===== config.mk =====
export PLATFORM = sky130hd
export DESIGN_NAME = burst_addr_gen
export DESIGN_NICKNAME = d
export VERILOG_FILES = /design/src/rtl/bac_pkg.sv /design/src/rtl/bac_op_decode.sv /design/src/rtl/bac_repeat_store.sv /design/src/rtl/bac_counter.sv /design/src/rtl/burst_addr_gen.sv
export SDC_FILE = /design/constraint.sdc
export NUM_CORES = 1
export LEC_CHECK = 0
export BUFFER_PORTS_ARGS = -buffer_cell sky130_fd_sc_hd__buf_4
export CELL_PAD_IN_SITES_DETAIL_PLACEMENT = 1
export CELL_PAD_IN_SITES_GLOBAL_PLACEMENT = 2
export CORE_UTILIZATION = 29
export DETAILED_ROUTE_END_ITERATION = 7
export GPL_TIMING_DRIVEN = 0
export PLACE_DENSITY = 0.66
export SYNTH_ARGS = -nofsm -noshare
export SYNTH_HDL_FRONTEND = slang
export SYNTH_HIERARCHICAL = 1
export SYNTH_SLANG_ARGS = --single-unit

===== constraint.sdc =====
create_clock -name clk -period 4.05 [get_ports clk]
set_input_delay 1.215 -clock clk [delete_from_list [all_inputs] [get_ports clk]]
set_output_delay 1.215 -clock clk [all_outputs]
set_load 0.005 [all_outputs]

===== src/rtl/bac_pkg.sv =====
package bac_pkg;
  typedef enum logic [1:0] {
    OP_HOLD = 2'd0,
    OP_ADV  = 2'd1,
    OP_LOAD = 2'd2,
    OP_RPT  = 2'd3
  } bac_op_e;
endpackage


===== src/rtl/bac_op_decode.sv =====
module bac_op_decode
  import bac_pkg::*;
(
  input  logic    load_n,
  input  logic    cnt_en_n,
  input  logic    repeat_n,
  input  logic    rpt_valid,
  output bac_op_e op,
  output logic    rpt_err
);
  // Priority: repeat, strobe, count enable, hold.
  always_comb begin
    rpt_err = 1'b0;
    if (!repeat_n) begin
      if (rpt_valid) begin
        op = OP_RPT;
      end else begin
        op      = OP_HOLD;
        rpt_err = 1'b1;
      end
    end else if (!load_n) begin
      op = OP_LOAD;
    end else if (!cnt_en_n) begin
      op = OP_ADV;
    end else begin
      op = OP_HOLD;
    end
  end
endmodule


===== src/rtl/bac_repeat_store.sv =====
module bac_repeat_store
  import bac_pkg::*;
#(
  parameter int AW = 18
) (
  input  logic          clk,
  input  logic          rst_n,
  input  bac_op_e       op,
  input  logic [AW-1:0] ext_addr,
  output logic [AW-1:0] rpt_addr,
  output logic          rpt_valid
);
  always_ff @(posedge clk or negedge rst_n) begin
    if (!rst_n) begin
      rpt_addr  <= '0;
      rpt_valid <= 1'b0;
    end else if (op == OP_LOAD) begin
      rpt_addr  <= ext_addr;
      rpt_valid <= 1'b1;
    end
  end

  AST_CAPTURE_LAST_LOAD: assert property (@(posedge clk) disable iff (!rst_n)
    (op == OP_LOAD) |=> (rpt_valid && rpt_addr == $past(ext_addr)));

  AST_REPEAT_KEEPS_START: assert property (@(posedge clk) disable iff (!rst_n)
    (op == OP_RPT) |=> $stable(rpt_addr));
endmodule


===== src/rtl/bac_counter.sv =====
module bac_counter
  import bac_pkg::*;
#(
  parameter int AW = 18
) (
  input  logic          clk,
  input  logic          rst_n,
  input  bac_op_e       op,
  input  logic [AW-1:0] ext_addr,
  input  logic [AW-1:0] rpt_addr,
  output logic [AW-1:0] acc_addr
);
  localparam logic [AW-1:0] ONE = AW'(1);

  logic [AW-1:0] base_q;
  logic          past_ok;

  // Full-width add: word overflow carries into the bank field,
  // and the top bank wraps to zero.
  always_comb begin
    unique case (op)
      OP_LOAD: acc_addr = ext_addr;
      OP_ADV:  acc_addr = base_q + ONE;
      OP_RPT:  acc_addr = rpt_addr;
      default: acc_addr = base_q;
    endcase
  end

  always_ff @(posedge clk or negedge rst_n) begin
    if (!rst_n) begin
      base_q  <= '0;
      past_ok <= 1'b0;
    end else begin
      base_q  <= acc_addr;
      past_ok <= 1'b1;
    end
  end

  AST_ADVANCE_BY_ONE: assert property (@(posedge clk) disable iff (!rst_n)
    (past_ok && op == OP_ADV) |-> (acc_addr == $past(acc_addr) + ONE));

  AST_HOLD_STABLE: assert property (@(posedge clk) disable iff (!rst_n)
    (past_ok && op == OP_HOLD) |-> (acc_addr == $past(acc_addr)));
endmodule


===== src/rtl/burst_addr_gen.sv =====
module burst_addr_gen
  import bac_pkg::*;
#(
  parameter int BANK_W = 6,
  parameter int WORD_W = 12
) (
  input  logic              clk,
  input  logic              rst_n,
  input  logic              load_n,
  input  logic              cnt_en_n,
  input  logic              repeat_n,
  input  logic [BANK_W-1:0] ext_bank,
  input  logic [WORD_W-1:0] ext_word,
  output logic [BANK_W-1:0] acc_bank,
  output logic [WORD_W-1:0] acc_word,
  output logic              rpt_err
);
  localparam int AW = BANK_W + WORD_W;

  bac_op_e       op;
  logic          rpt_valid;
  logic [AW-1:0] ext_addr;
  logic [AW-1:0] rpt_addr;
  logic [AW-1:0] acc_addr;
  logic          past_ok;

  assign ext_addr = {ext_bank, ext_word};

  bac_op_decode u_decode (
    .load_n    (load_n),
    .cnt_en_n  (cnt_en_n),
    .repeat_n  (repeat_n),
    .rpt_valid (rpt_valid),
    .op        (op),
    .rpt_err   (rpt_err)
  );

  bac_repeat_store #(.AW(AW)) u_store (
    .clk       (clk),
    .rst_n     (rst_n),
    .op        (op),
    .ext_addr  (ext_addr),
    .rpt_addr  (rpt_addr),
    .rpt_valid (rpt_valid)
  );

  bac_counter #(.AW(AW)) u_count (
    .clk      (clk),
    .rst_n    (rst_n),
    .op       (op),
    .ext_addr (ext_addr),
    .rpt_addr (rpt_addr),
    .acc_addr (acc_addr)
  );

  assign acc_bank = acc_addr[AW-1:WORD_W];
  assign acc_word = acc_addr[WORD_W-1:0];

  always_ff @(posedge clk or negedge rst_n) begin
    if (!rst_n) past_ok <= 1'b0;
    else        past_ok <= 1'b1;
  end

  AST_LOAD_PASSES: assert property (@(posedge clk) disable iff (!rst_n)
    (!load_n && repeat_n) |-> ({acc_bank, acc_word} == {ext_bank, ext_word}));

  AST_REPEAT_RETURNS: assert property (@(posedge clk) disable iff (!rst_n)
    (!repeat_n && rpt_valid) |-> (acc_addr == rpt_addr));

  AST_ERR_FREEZES: assert property (@(posedge clk) disable iff (!rst_n)
    (past_ok && rpt_err) |-> (acc_addr == $past(acc_addr)));

  AST_ERR_NEEDS_REPEAT: assert property (@(posedge clk) disable iff (!rst_n)
    rpt_err |-> !repeat_n);
endmodule


### After elaboration in Yosys (flattened, before gate mapping)

Cells that the tools add are included.

| operators by class | value |
|---|---|
| add/subtract/negate cells | 1 |
| equal/unequal tests | 3 |
| mux-type cells | 7 |

Operators by type and width:

| kind | number |
|---|---|
| $pmux W18 S3 | 1 |
| $add A18 B1 Y18 const B | 1 |
| $mux W2 | 3 |
| $eq A2 B2 Y1 const B | 2 |
| $mux W1 | 3 |
| $eq A2 B1 Y1 const B | 1 |

| word-level totals | value |
|---|---|
| word-level logic and storage cells | 14 |
| output and inout bits | 19 |
| flip-flop bits (word level) | 37 |

### Logic depth before layout (Yosys ltp)

| depth | value |
|---|---|
| depth after elaboration | 5 |
| mapped depth | 8 |

### Hierarchy

Netlist, hierarchy kept.

By module, submodules not included:

| module | area each (sq um) | cells each | seq. area each (sq um) | instances |
|---|---|---|---|---|
| bac_counter | 1391.3 | 160 | 450.4 | 1 |
| bac_repeat_store | 763.2 | 41 | 475.5 | 1 |
| bac_op_decode | 33.8 | 6 | 0.0 | 1 |

### Worst setup path after synthesis

No wires, ideal clock.

| timing | value |
|---|---|
| kind | input-to-output |
| start point | input port repeat_n |
| end point | output port acc_word[9] |
| stages | 8 |
| buffers on the path | 2 |
| arrival | 2419 ps |
| path slack | 416 ps |
| cell sequence | nand2b_1 o21ai_2 buf_2 buf_2 nor2_1 a21oi_1 a31oi_1 nor3_1 |

| on the way | value |
|---|---|
| word-level cells in the longest chain between the ends | 3 |
| elaborated cells on any way between the ends | 5 |

Ends and longest elaborated chain:

| element | RTL line | source |
|---|---|---|
| from (decl) | burst_addr_gen.sv:11 | `input logic repeat_n,` |
| $mux W2 (*) | bac_op_decode.sv:14 | `if (!repeat_n) begin` |
| via op[1] | burst_addr_gen.sv:20 | `bac_op_e op;` |
| $eq A2 B2 Y1 / $eq A2 B1 Y1 (equally long branches) | bac_counter.sv:21 | `unique case (op)` |
| $pmux W18 S3 (*) | bac_counter.sv:21 |  |
| to (decl) | burst_addr_gen.sv:15 | `output logic [WORD_W-1:0] acc_word,` |

Mark *: on every way through the listed nets, which the timed path passes. The rest lies on a longest branch.

### Final worst setup path

| timing | value |
|---|---|
| start point | input port repeat_n |
| end point | output port acc_word[2] |

Same word-level chain as after synthesis.

==> run metrics <==
placer congestion estimate=0.766; initial antenna violation count=0; Hold Path Stages=1; multi-input logic area=approximately 1200 um^2; Critical Path AT=between 2 and 3 ns; switching part of the total=32.7%; critical path launch point type=input pin; Die ar.=7900 um^2; Post-synth top flop=dfrtp_1; ANT nets after route=0; Clock Skew=0.00837 ns; Slew @ Worst Pin=0.487 ns; fin. max-slew vios=0; GRT Total Usage=roughly 18%; Slew headroom=67.5%; met3 WL post-DR=between 200 and 300 um; Die H=roughly 89 um; routed vias=1,834; cells along the critical path=buf_4 -> nand2b_1 -> nand2_2 -> clkbuf_4 -> buf_2 -> o32ai_1 -> a21oi_1 -> buf_4; final hold slack=0.501 ns; TritonCTS buffer count=5; endpoints failing hold=0; global-route wire length before repair=10.5 mm; Period minus WS final=3.99 ns; DRT Wirelength=6.43 mm; crit end category=output pin; Hold-fix buffers, CTS=0; clk_lat worst skew=between 0.2 and 0.3 ns; Std-Cell Rows=31; CTS sink count=37; Vias/cell=between 5 and 6; synth top area cells=dfrtp_1 (42%), mux2_4 (6.2%), mux2_2 (5.1%); max_cap viols=0; gr ovfl total=0; Setup WS post-layout=between 0.05 and 0.06 ns; hold crit path type=reg -> reg; Synth Register Bits=37; Final setup violation count=0; crit share post-route=just under 100%; Top Metal Used=met4; Critical R2R Capture=u_count/base_q[10]$_DFF_PN0_; Starting Density=around 30%; Final nets=about 280; DRT iter0 DRCs=47; antenna cells=0; clock power share=about 23%; Mapped Nets=around 230; net switching power=0.000365 W; Synth top cells by count=dfrtp_1 (37), nand2_1 (17), nor2_1 (14), mux2_2 (10), mux2_4 (9); vias in the first global route=1,941; slowest CP cell=clkbuf_4; average size of a mapped cell=10.6 um^2; layout cells sized above 1=~36%; number of I/O port buffers=41; Post-synth ARST share=between 90% and 100%; data required time at the worst endpoint=2.83 ns; Mapped Cells=207; status=complete, no violations; CTS tree=done; Yosys cell types=53; met1 WL=3.01 mm; critical-path maximum fanout=11; most frequent cell on the critical path=buf_4; first-pass detailed-route iteration total=4; total power draw=0.00112 W; post-synthesis sequential area ratio=approximately 42%; count leader, synth=dfrtp_1; pre-CTS setup slack=-0.375 ns; Cell Pwr Density=406 nW/um^2; Logic pwr share=32.2%; met2 WL=around 3.1 mm; Power Internal=~0.00075 W; r2r setup slk=2.23 ns; Clock Pin Slew Worst Setup and Hold Paths=around 0.08 ns; residual DRC count=0; top-area cell type share of the netlist area=42.3%; H-tree depth=2; leakage power=1.20 nW; Filler cells=~870; area delta synth->final=25.8%; Post-CTS Setup Bufs=0; Top Ports=42; Chip Width=~90 um; Ys Warns=6; Mapped Area=~2200 um^2; Post-synth EDFFs=0; Crit path largest cell delay=0.28 ns; Worst Hold End=u_store/rpt_valid$_DFFE_PN0N_; pin count of the biggest net entering global routing=38; Avg WL per Cell=18.2 um; Root Driver=clkbuf_8; FF-to-FF path depth=6; RSZ-0062 raised after global routing=yes; post-synth top area cell=dfrtp_1; HP Start=u_store/rpt_valid$_DFFE_PN0N_; Setup Crit Path Kind=in -> out; origin of the critical flop-to-flop path=u_count/base_q[0]$_DFF_PN0_; register share of total power=approximately 45%; DP HPWL=roughly 4.6 mm; core box area=roughly 7300 um^2; Highest Clock Rate=250 MHz; Max Root-Sink Buffers=2; area occupied by registers=about 930 um^2; peak supply drop=~0.17 mV
## critical path: cells and delay by family
family                 cells  cell delay (ns)
AND/OR/NAND/NOR            2             0.45
buffers and inverters      4             0.82
AO/OA/AOI/OAI              2             0.28
## cell usage in the layout, fill, tap and decap left out, types with 5 or more instances in the layout
cell and instances:
mux2i_1 5, o22ai_1 6, mux2_4 9, nor3_1 5
dfrtp_1 37, nor2b_1 5, nor2_1 14, buf_6 5
mux2_2 10, buf_4 41, nand4_1 8, nand2_1 16
nand2b_1 6, a21oi_1 7, clkbuf_8 6
## sequential cells by signal, indices dropped and copies added, names as in the netlist
signal,flops
u_store/rpt_addr,18
u_count/base_q,18
u_store/rpt_valid,1
## power groups by stage
stage	registers, W	clock network (W)	logic (W)
final	0.000506	0.000252	0.000359
after CTS	0.000506	0.000270	0.000359
after global placement	0.000510	0	0.000352
after floorplan	0.000490	0	0.000219
after global routing	0.000517	0.000286	0.000395
after detailed placement	0.000511	0	0.000354
## worst max path at each step
stage	startpoint	end	slack (ns)	depth (start not counted)
floorplan	repeat_n	acc_word[9]	0.42	8
global placement	repeat_n	acc_word[9]	-0.32	8
detailed placement	repeat_n	acc_word[4]	-0.38	8
CTS	repeat_n	acc_word[9]	-0.07	9
global route	repeat_n	acc_word[2]	-0.06	8
finish	repeat_n	acc_word[2]	0.06	8
## per-stage QoR
step / instance area (um^2) / setup TNS [ns] / util (%) / std cells
CTS: 2720 / -0.175 / 37.3 / 354
finish: 2750 / 0 / 37.7 / 354
global placement: 2620 / -3.47 / 35.9 / 347
detailed placement: 2620 / -3.65 / 35.9 / 347
global route: 2750 / -0.105 / 37.7 / 354
floorplan: 2190 / 0 / - / 207
## cell families (layout without fill, tap and decap cells)
group,after synthesis,after routing,synth area share [%]
buffers and inverters,18,66,5.77
DFF,37,37,42.3
adders and majority gates,1,1,0.572
and+or+nand+nor,78,78,19.8
muxes,29,29,16.7
AOI/OAI and AO/OA,44,44,14.9
## cell type report
class	count	area share, %
clock inverters	2	0.364
plain buffers	14	4.82
clock buffers	6	2.64
well taps	99	4.50
inverters	3	0.409
flip-flops and latches	37	33.6
multi-input cells	152	42.5
repair buffers	41	11.2
## timing repair
item / CTS / global route
gates cloned: 0 / 0
gates resized for setup: 7 / 11
pin swaps: 0 / 0
setup endpoints to repair: 18 / 15
## metal layers
layer / up-vias / global-route usage, %
met2: 42 / 29.9
met4: 0 / 4.40
met5: - / 0
li1: 878 / -
met1: 912 / 24.3
met3: 2 / 3.45
No activity file was read; power rests on OpenSTA's default activity.
